`src/rtl/spi_xfer_pkg.sv`:
```
package spi_xfer_pkg;

   // Taps decoded from the single sequencing counter.
   typedef struct packed {
      logic busy;     // top counter bit
      logic sclk;     // upper half of the phase field
      logic capture;  // last system cycle of a bit period
      logic last;     // final cycle of the final bit
   } seq_taps_t;

   function automatic int unsigned seq_cnt_bits(input int unsigned data_w,
                                                input int unsigned div_log2);
      return div_log2 + $clog2(data_w) + 1;
   endfunction

endpackage

```
`src/rtl/spi_seq_counter.sv`:
```
module spi_seq_counter
   import spi_xfer_pkg::*;
#(
   parameter int unsigned DATA_W   = 8,
   parameter int unsigned DIV_LOG2 = 2
) (
   input  logic      clk,
   input  logic      rst_n,
   input  logic      launch,
   output seq_taps_t taps
);
   localparam int unsigned IDX_W  = $clog2(DATA_W);
   localparam int unsigned CNT_W  = seq_cnt_bits(DATA_W, DIV_LOG2);
   localparam int unsigned BUSY_B = CNT_W - 1;

   generate
      if (DATA_W != (1 << IDX_W)) begin : g_bad_width
         $error("DATA_W must be a power of two");
      end
      if (DIV_LOG2 < 1) begin : g_bad_div
         $error("DIV_LOG2 must be at least 1");
      end
   endgenerate

   logic [CNT_W-1:0]    cnt;
   logic [DIV_LOG2-1:0] phase;

   // Busy is the top bit; overflow after the last bit clears it.
   always_ff @(posedge clk) begin
      if (!rst_n)
         cnt <= '0;
      else if (launch && !cnt[BUSY_B])
         cnt <= {1'b1, {(CNT_W-1){1'b0}}};
      else if (cnt[BUSY_B])
         cnt <= cnt + 1'b1;
   end

   assign phase        = cnt[DIV_LOG2-1:0];
   assign taps.busy    = cnt[BUSY_B];
   assign taps.sclk    = cnt[BUSY_B] & cnt[DIV_LOG2-1];
   assign taps.capture = cnt[BUSY_B] & (&phase);
   assign taps.last    = &cnt;

endmodule

```
`src/rtl/spi_shift_unit.sv`:
```
module spi_shift_unit #(
   parameter int unsigned DATA_W = 8
) (
   input  logic              clk,
   input  logic              rst_n,
   input  logic              load,
   input  logic [DATA_W-1:0] load_data,
   input  logic              capture,
   input  logic              last,
   input  logic              active,
   input  logic              miso,
   output logic              mosi,
   output logic [DATA_W-1:0] rx_data
);
   generate
      if (DATA_W < 2) begin : g_bad_width
         $error("DATA_W must be at least 2");
      end
   endgenerate

   logic [DATA_W-1:0] shreg;
   logic [DATA_W-1:0] shifted;

   assign shifted = {shreg[DATA_W-2:0], miso};

   // One register both sends (top bit) and receives (bottom bit).
   always_ff @(posedge clk) begin
      if (!rst_n)
         shreg <= '0;
      else if (load)
         shreg <= load_data;
      else if (capture)
         shreg <= shifted;
   end

   always_ff @(posedge clk) begin
      if (!rst_n)
         rx_data <= '0;
      else if (last)
         rx_data <= shifted;
   end

   assign mosi = active & shreg[DATA_W-1];

endmodule

```
`src/rtl/spi_cs_gate.sv`:
```
module spi_cs_gate (
   input  logic clk,
   input  logic rst_n,
   input  logic active,
   input  logic cs_req,
   output logic cs_n
);
   // Select may only move between bytes.
   always_ff @(posedge clk) begin
      if (!rst_n)
         cs_n <= 1'b1;
      else if (!active)
         cs_n <= ~cs_req;
   end
endmodule

```
`src/rtl/spi_flash_xfer.sv`:
```
module spi_flash_xfer
   import spi_xfer_pkg::*;
#(
   parameter int unsigned DATA_W   = 8,
   parameter int unsigned DIV_LOG2 = 2
) (
   input  logic              clk,
   input  logic              rst_n,
   input  logic [DATA_W-1:0] tx_byte,
   input  logic              cs_req,
   input  logic              start,
   input  logic              miso,
   output logic [DATA_W-1:0] rx_byte,
   output logic              busy,
   output logic              done,
   output logic              sclk,
   output logic              mosi,
   output logic              cs_n
);
   seq_taps_t taps;
   logic      accept;

   assign accept = start & ~taps.busy;

   spi_seq_counter #(.DATA_W(DATA_W), .DIV_LOG2(DIV_LOG2)) u_seq (
      .clk    (clk),
      .rst_n  (rst_n),
      .launch (start),
      .taps   (taps)
   );

   spi_shift_unit #(.DATA_W(DATA_W)) u_shift (
      .clk       (clk),
      .rst_n     (rst_n),
      .load      (accept),
      .load_data (tx_byte),
      .capture   (taps.capture),
      .last      (taps.last),
      .active    (taps.busy),
      .miso      (miso),
      .mosi      (mosi),
      .rx_data   (rx_byte)
   );

   spi_cs_gate u_cs (
      .clk    (clk),
      .rst_n  (rst_n),
      .active (taps.busy),
      .cs_req (cs_req),
      .cs_n   (cs_n)
   );

   always_ff @(posedge clk) begin
      if (!rst_n)
         done <= 1'b0;
      else
         done <= taps.last;
   end

   assign busy = taps.busy;
   assign sclk = taps.sclk;

endmodule

```
`config.mk`:
```
export PLATFORM = sky130hd
export DESIGN_NAME = spi_flash_xfer
export DESIGN_NICKNAME = d
export VERILOG_FILES = /design/src/rtl/spi_xfer_pkg.sv /design/src/rtl/spi_seq_counter.sv /design/src/rtl/spi_shift_unit.sv /design/src/rtl/spi_cs_gate.sv /design/src/rtl/spi_flash_xfer.sv
export SDC_FILE = /design/constraint.sdc
export NUM_CORES = 1
export LEC_CHECK = 0
export ABC_AREA = 0
export BUFFER_PORTS_ARGS = -buffer_cell sky130_fd_sc_hd__clkbuf_2
export CAP_MARGIN = 20
export CORE_MARGIN = 1
export CORE_UTILIZATION = 54
export DETAILED_ROUTE_END_ITERATION = 6
export GPL_TIMING_DRIVEN = 0
export PLACE_DENSITY = 0.89
export SLEW_MARGIN = 0
export SYNTH_ARGS = -nofsm -noshare
export SYNTH_HDL_FRONTEND = slang
export SYNTH_SLANG_ARGS = --single-unit
```
`constraint.sdc`:
```
create_clock -name clk -period 2.2 [get_ports clk]
set_input_delay 0.33 -clock clk [delete_from_list [all_inputs] [get_ports clk]]
set_output_delay 0.33 -clock clk [all_outputs]
set_load 0.01 [all_outputs]
```
**After elaboration in Yosys (flattened, before gate mapping)**

Cells that the tools add are included.

- Bitwise operators: 7
- Reductions and logical operators: 6
- Multiplexer cells: 4
- Add/subtract/negate cells: 1

Operator list:

| cell | number |
|---|---|
| $mux 8 | 2 |
| $mux 6 | 2 |
| $add 6x1->6 const B | 1 |
| $reduce_and 6->1 | 1 |
| $and 1x1->1 | 4 |
| $not 1->1 | 3 |
| $reduce_and 2->1 | 1 |
| $reduce_bool 2->1 | 1 |
| $reduce_or 2->1 | 1 |
| $logic_and 1x1->1 | 1 |
| $logic_not 1->1 | 1 |

- Word-level logic and storage cells: 24
- Bits in registers: 24
- Output and inout port bits: 13
- Input bits: 13

**Depth between registers and ports, before layout**

- Depth in word-level cells: 4
- Mapped depth: 5

**Cells and area by module**

From an unflattened synthesis, not the netlist that was laid out.

- Cell total of the unflattened synthesis: 98
- Area, all modules: 1106.1 um^2

By module, submodules not included:

| module | instances | cells an instance | area an instance (um^2) | sequential area each (um^2) |
|---|---|---|---|---|
| spi_shift_unit | 1 | 61 | 742.0 | 320.3 |
| spi_seq_counter | 1 | 30 | 279.0 | 120.1 |
| spi_cs_gate | 1 | 4 | 45.0 | 20.0 |
| spi_flash_xfer | 1 | 3 | 40.0 | 20.0 |

**Worst setup path after synthesis**

No wires, ideal clock.

- Kind: flip-flop to flip-flop
- Start point: register u_seq.cnt[0]
- End point: register u_shift.shreg[1]
- Arrival time: 1.057 ns
- Library setup time: 0.119 ns
- Cell stages (with the launch flop): 6
- Path slack: 1.024 ns
- Clock period less this slack: 1.176 ns
- Cell sequence: dfxtp_1 -> ha_1 -> nand2_2 -> clkbuf_8 -> o21ai_0 -> a21oi_1

- Cells in the longest elaborated chain, start to end: 3

RTL lines:

| what | line | source |
|---|---|---|
| from (decl) | spi_seq_counter.sv:25 | `logic [CNT_W-1:0] cnt;` |
| from (signal assigned) | spi_seq_counter.sv:33 | `cnt <= {1'b1, {(CNT_W-1){1'b0}}};` |
| from (signal assigned) | spi_seq_counter.sv:35 | `cnt <= cnt + 1'b1;` |
| $reduce_and 2->1 | spi_seq_counter.sv:41 | `assign taps.capture = cnt[BUSY_B] & (&phase);` |
| $and 1x1->1 | spi_seq_counter.sv:41 |  |
| $reduce_bool 2->1 (no line) | -- |  |
| to (signal assigned) | spi_shift_unit.sv:31 | `shreg <= load_data;` |
| to (signal assigned) | spi_shift_unit.sv:33 | `shreg <= shifted;` |
| to (decl) | spi_shift_unit.sv:21 | `logic [DATA_W-1:0] shreg;` |

Every way passes these cells.
A chain may end at the register's enable or synchronous reset.

**Worst setup path in the final report**

- Start point: register u_seq.cnt[5]
- End point: output sclk

- Cells in the longest elaborated chain, start to end: 1

RTL lines:

| what | line | source |
|---|---|---|
| $and 1x1->1 | spi_seq_counter.sv:40 | `assign taps.sclk = cnt[BUSY_B] & cnt[DIV_LOG2-1];` |
| to (decl) | spi_flash_xfer.sv:16 | `output logic sclk,` |

Every way passes these cells.

==> results_dict.tcl <==
set metrics [dict create \
    status "complete, no violations" \
    finalHoldViolations 0 \
    p_clk_frac 0.297 \
    end_kind "output pin" \
    grtUsageTotal 0.2232 \
    clk_latency_ps 310 \
    place_inst 156 \
    drive_gt1_frac 0.2889 \
    finish.instance_area_um2 1230 \
    grt_use_met2 0.3829 \
    netlist.area_leader.share 0.4632 \
    drt_iter0_drc 18 \
    synthFlopType "dfxtp_1" \
    register_area_um2 480.5 \
    ys_ff_latch 24 \
    tns_ps 0 \
    instances_no_fill 160 \
    min-delay-start "miso" \
    dp_slack_ps 824.5 \
    synth_top_area_cell "dfxtp_1" \
    via_per_inst 5.169 \
    multi_input_area_um2 503.0 \
    gr-total-overflow 0 \
    max_slew_margin 0.7569 \
    synth_seq_area_share 0.4632 \
    grt_max_degree 14 \
    whs_endpoint "u_shift.rx_data[0]" \
    syn_area_um2 1037 \
    nets 150 \
    first_global_vias 749 \
    grt_setup_unrepaired "no" \
    tightest_slew_ps 364.6 \
    min_path_cells 3 \
    gp_congestion 0.8032 \
    vias 827 \
    whs_ps 269.8 \
    drv_slew 0 \
    async_reset_ff_frac 0 \
    cp.depth 3 \
    cts_resized 0 \
    criticalPathCategory "reg -> out" \
    h-tree-depth 1 \
    setup_viol 0 \
    use_met1 0.2776 \
    rows 15 \
    clk_pin_slew_ps 120 \
    path_delay_family "flip-flops" \
    fmax_ghz 0.6690 \
    synth_edf_count 0 \
    p_int_w 0.0005870 \
    placed_area_um2 1194 \
    wl_mm 2.044 \
    max_cap_violations 0 \
    cts_tree "done" \
    synth.most_common_cell "dfxtp_1" \
    p_leak_nw 0.5346 \
    muxShareOfSynthArea 0.1737 \
    synth_common_cells "dfxtp_1, mux2i_1, nand2_1" \
    cp.required_ps 1870 \
    synthXorXnorAreaFrac 0.02533 \
    root_buffer "clkbuf_4" \
    drtPass1Iterations 4 \
    startpoint_type "flop" \
    clock-sinks 24 \
    peakVddDrop_v 0.0005235 \
    slowest_stage "dfxtp_1" \
    path_cells "buf_6 > and2_4 > clkbuf_2" \
    clockBufferDepth 2 \
    synth_top_family_by_area "simple AND/OR/NAND/NOR gates" \
    cts_setup_buffers 0 \
    drt-wirelength-per-cell_um 12.78 \
    final.setup.worst_slack_ps 705.3 \
    critPathBufInv 2 \
    dp_hpwl_mm 1.573 \
    reg2reg_from "u_seq.cnt[0]" \
    cts_buffers 3 \
    start_util 0.5879 \
    syn_inst 106 \
    yosys_warnings 0 \
    die_h_um 45.83 \
    p_switching_w 0.0001740 \
    min_period_ps 1495 \
    hold_class "in -> reg" \
    core_um2 1764 \
    grt.busiest_layer "met2" \
    r2r_cells 4 \
    synth_cell_types 25 \
    n_antenna_cell 0 \
    io_pins 26 \
    io_buffer_count 25 \
    grt_antenna_before_repair 0 \
    area_growth_pct 18.58 \
    dieArea_um2 2100 \
    fillers 163 \
    path_max_fanout 10 \
    synthSimpleGateAreaFrac 0.1809 \
    p_sw_frac 0.2287 \
    reg2reg_slack_ps 800 \
    drc_errors 0 \
    comb_power_share 0.098 \
    fin_crit_sh 0.6794 \
    ant_nets 0 \
    p_per_area_nw_per_um2 618.7 \
    ys_top_cells_by_area "dfxtp_1, mux2i_1, nand2_1" \
    syn_nets 120 \
    grt_pass1_wl_mm 3.256 \
    seqPwrFrac 0.604 \
    synth-adder-area-share 0.01206 \
    reg2reg_to "u_shift.rx_data[6]" \
    ctsHoldBuffers 0 \
    fp.dieW_um 45.83 \
    avgSynthCellArea_um2 9.785 \
    fin_skew_ps 1.230 \
    cpPeakStageDelay_ps 430 \
    synth_compound_gate_area_share 0.09288 \
    gr-usage-met3 0.04762 \
    arrival_ps 1160 \
]
-- power groups by stage --
stage,Clock (W),Sequential (W),Combinational (W)
finish,0.000226,0.000460,0.0000749
global route,0.000255,0.000461,0.0000840
CTS,0.000232,0.000460,0.0000755
global placement,0,0.000468,0.0000723
floorplan,0,0.000467,0.0000499
detailed placement,0,0.000470,0.0000753
-- per-layer routing --
layer  up-vias  share of wire
met5         -              0
met4         0         0.0073
met3         2          0.032
met2        17           0.53
met1       392           0.43
li1        416              -
-- metrics by stage --
stage	util	power, W
after floorplan	-	0.0005171
after global placement	0.6766	0.0005405
after detailed placement	0.6766	0.0005449
after CTS	0.6972	0.0007673
after global routing	0.6972	0.0008000
final	0.6972	0.0007610
-- cells by family after synthesis --
kind of cell	Yosys count
xor+xnor	3
mux	18
simple gates	35
flops	24
buf+inv	7
fa+ha+maj	1
compound gates	18
-- state kept, by name, summed over array words and instances, names as in the netlist --
signal,count
u_cs.cs_n,1
u_shift.rx_data,8
u_shift.shreg,8
done,1
u_seq.cnt,6
-- cell usage in the layout (no fill, tap or decap), types with 2 or more instances in the layout --
cell,Yosys,final
xor2_1,3,3
dfxtp_1,24,24
o21ai_0,7,7
buf_2,2,2
clkbuf_2,0,25
nor2_1,4,4
nor2b_1,2,2
and2_1,2,2
buf_6,2,2
nand4_1,2,2
mux2i_1,18,18
a21oi_1,9,9
clkbuf_4,0,3
clkbuf_8,1,2
nand2_1,18,18
-- worst max path at each step --
stage	startpoint	endpoint	slack [ps]
finish	u_seq.cnt[5]	sclk	710
global route	u_seq.cnt[5]	sclk	630
CTS	u_seq.cnt[5]	sclk	690
detailed placement	u_seq.cnt[0]	u_shift.rx_data[6]	820
global placement	u_seq.cnt[0]	u_shift.shreg[1]	920
floorplan	u_seq.cnt[0]	u_shift.shreg[1]	1020
-- worst reg2reg max path, stage by stage (launching register included) --
cell	delay, ps
dfxtp_1	430
ha_1	220
nand2_2	180
nor2_8	260
mux2i_1	240
-- area by class of cell --
class	instances	share of cell area
buffer	6	0.04069
timing repair buffer	25	0.1017
multi-input combinational	75	0.4090
sequential	24	0.3906
tap	25	0.02543
inverter	1	0.003052
clock buffer	4	0.02950
(Power assumes the default switching activity.)
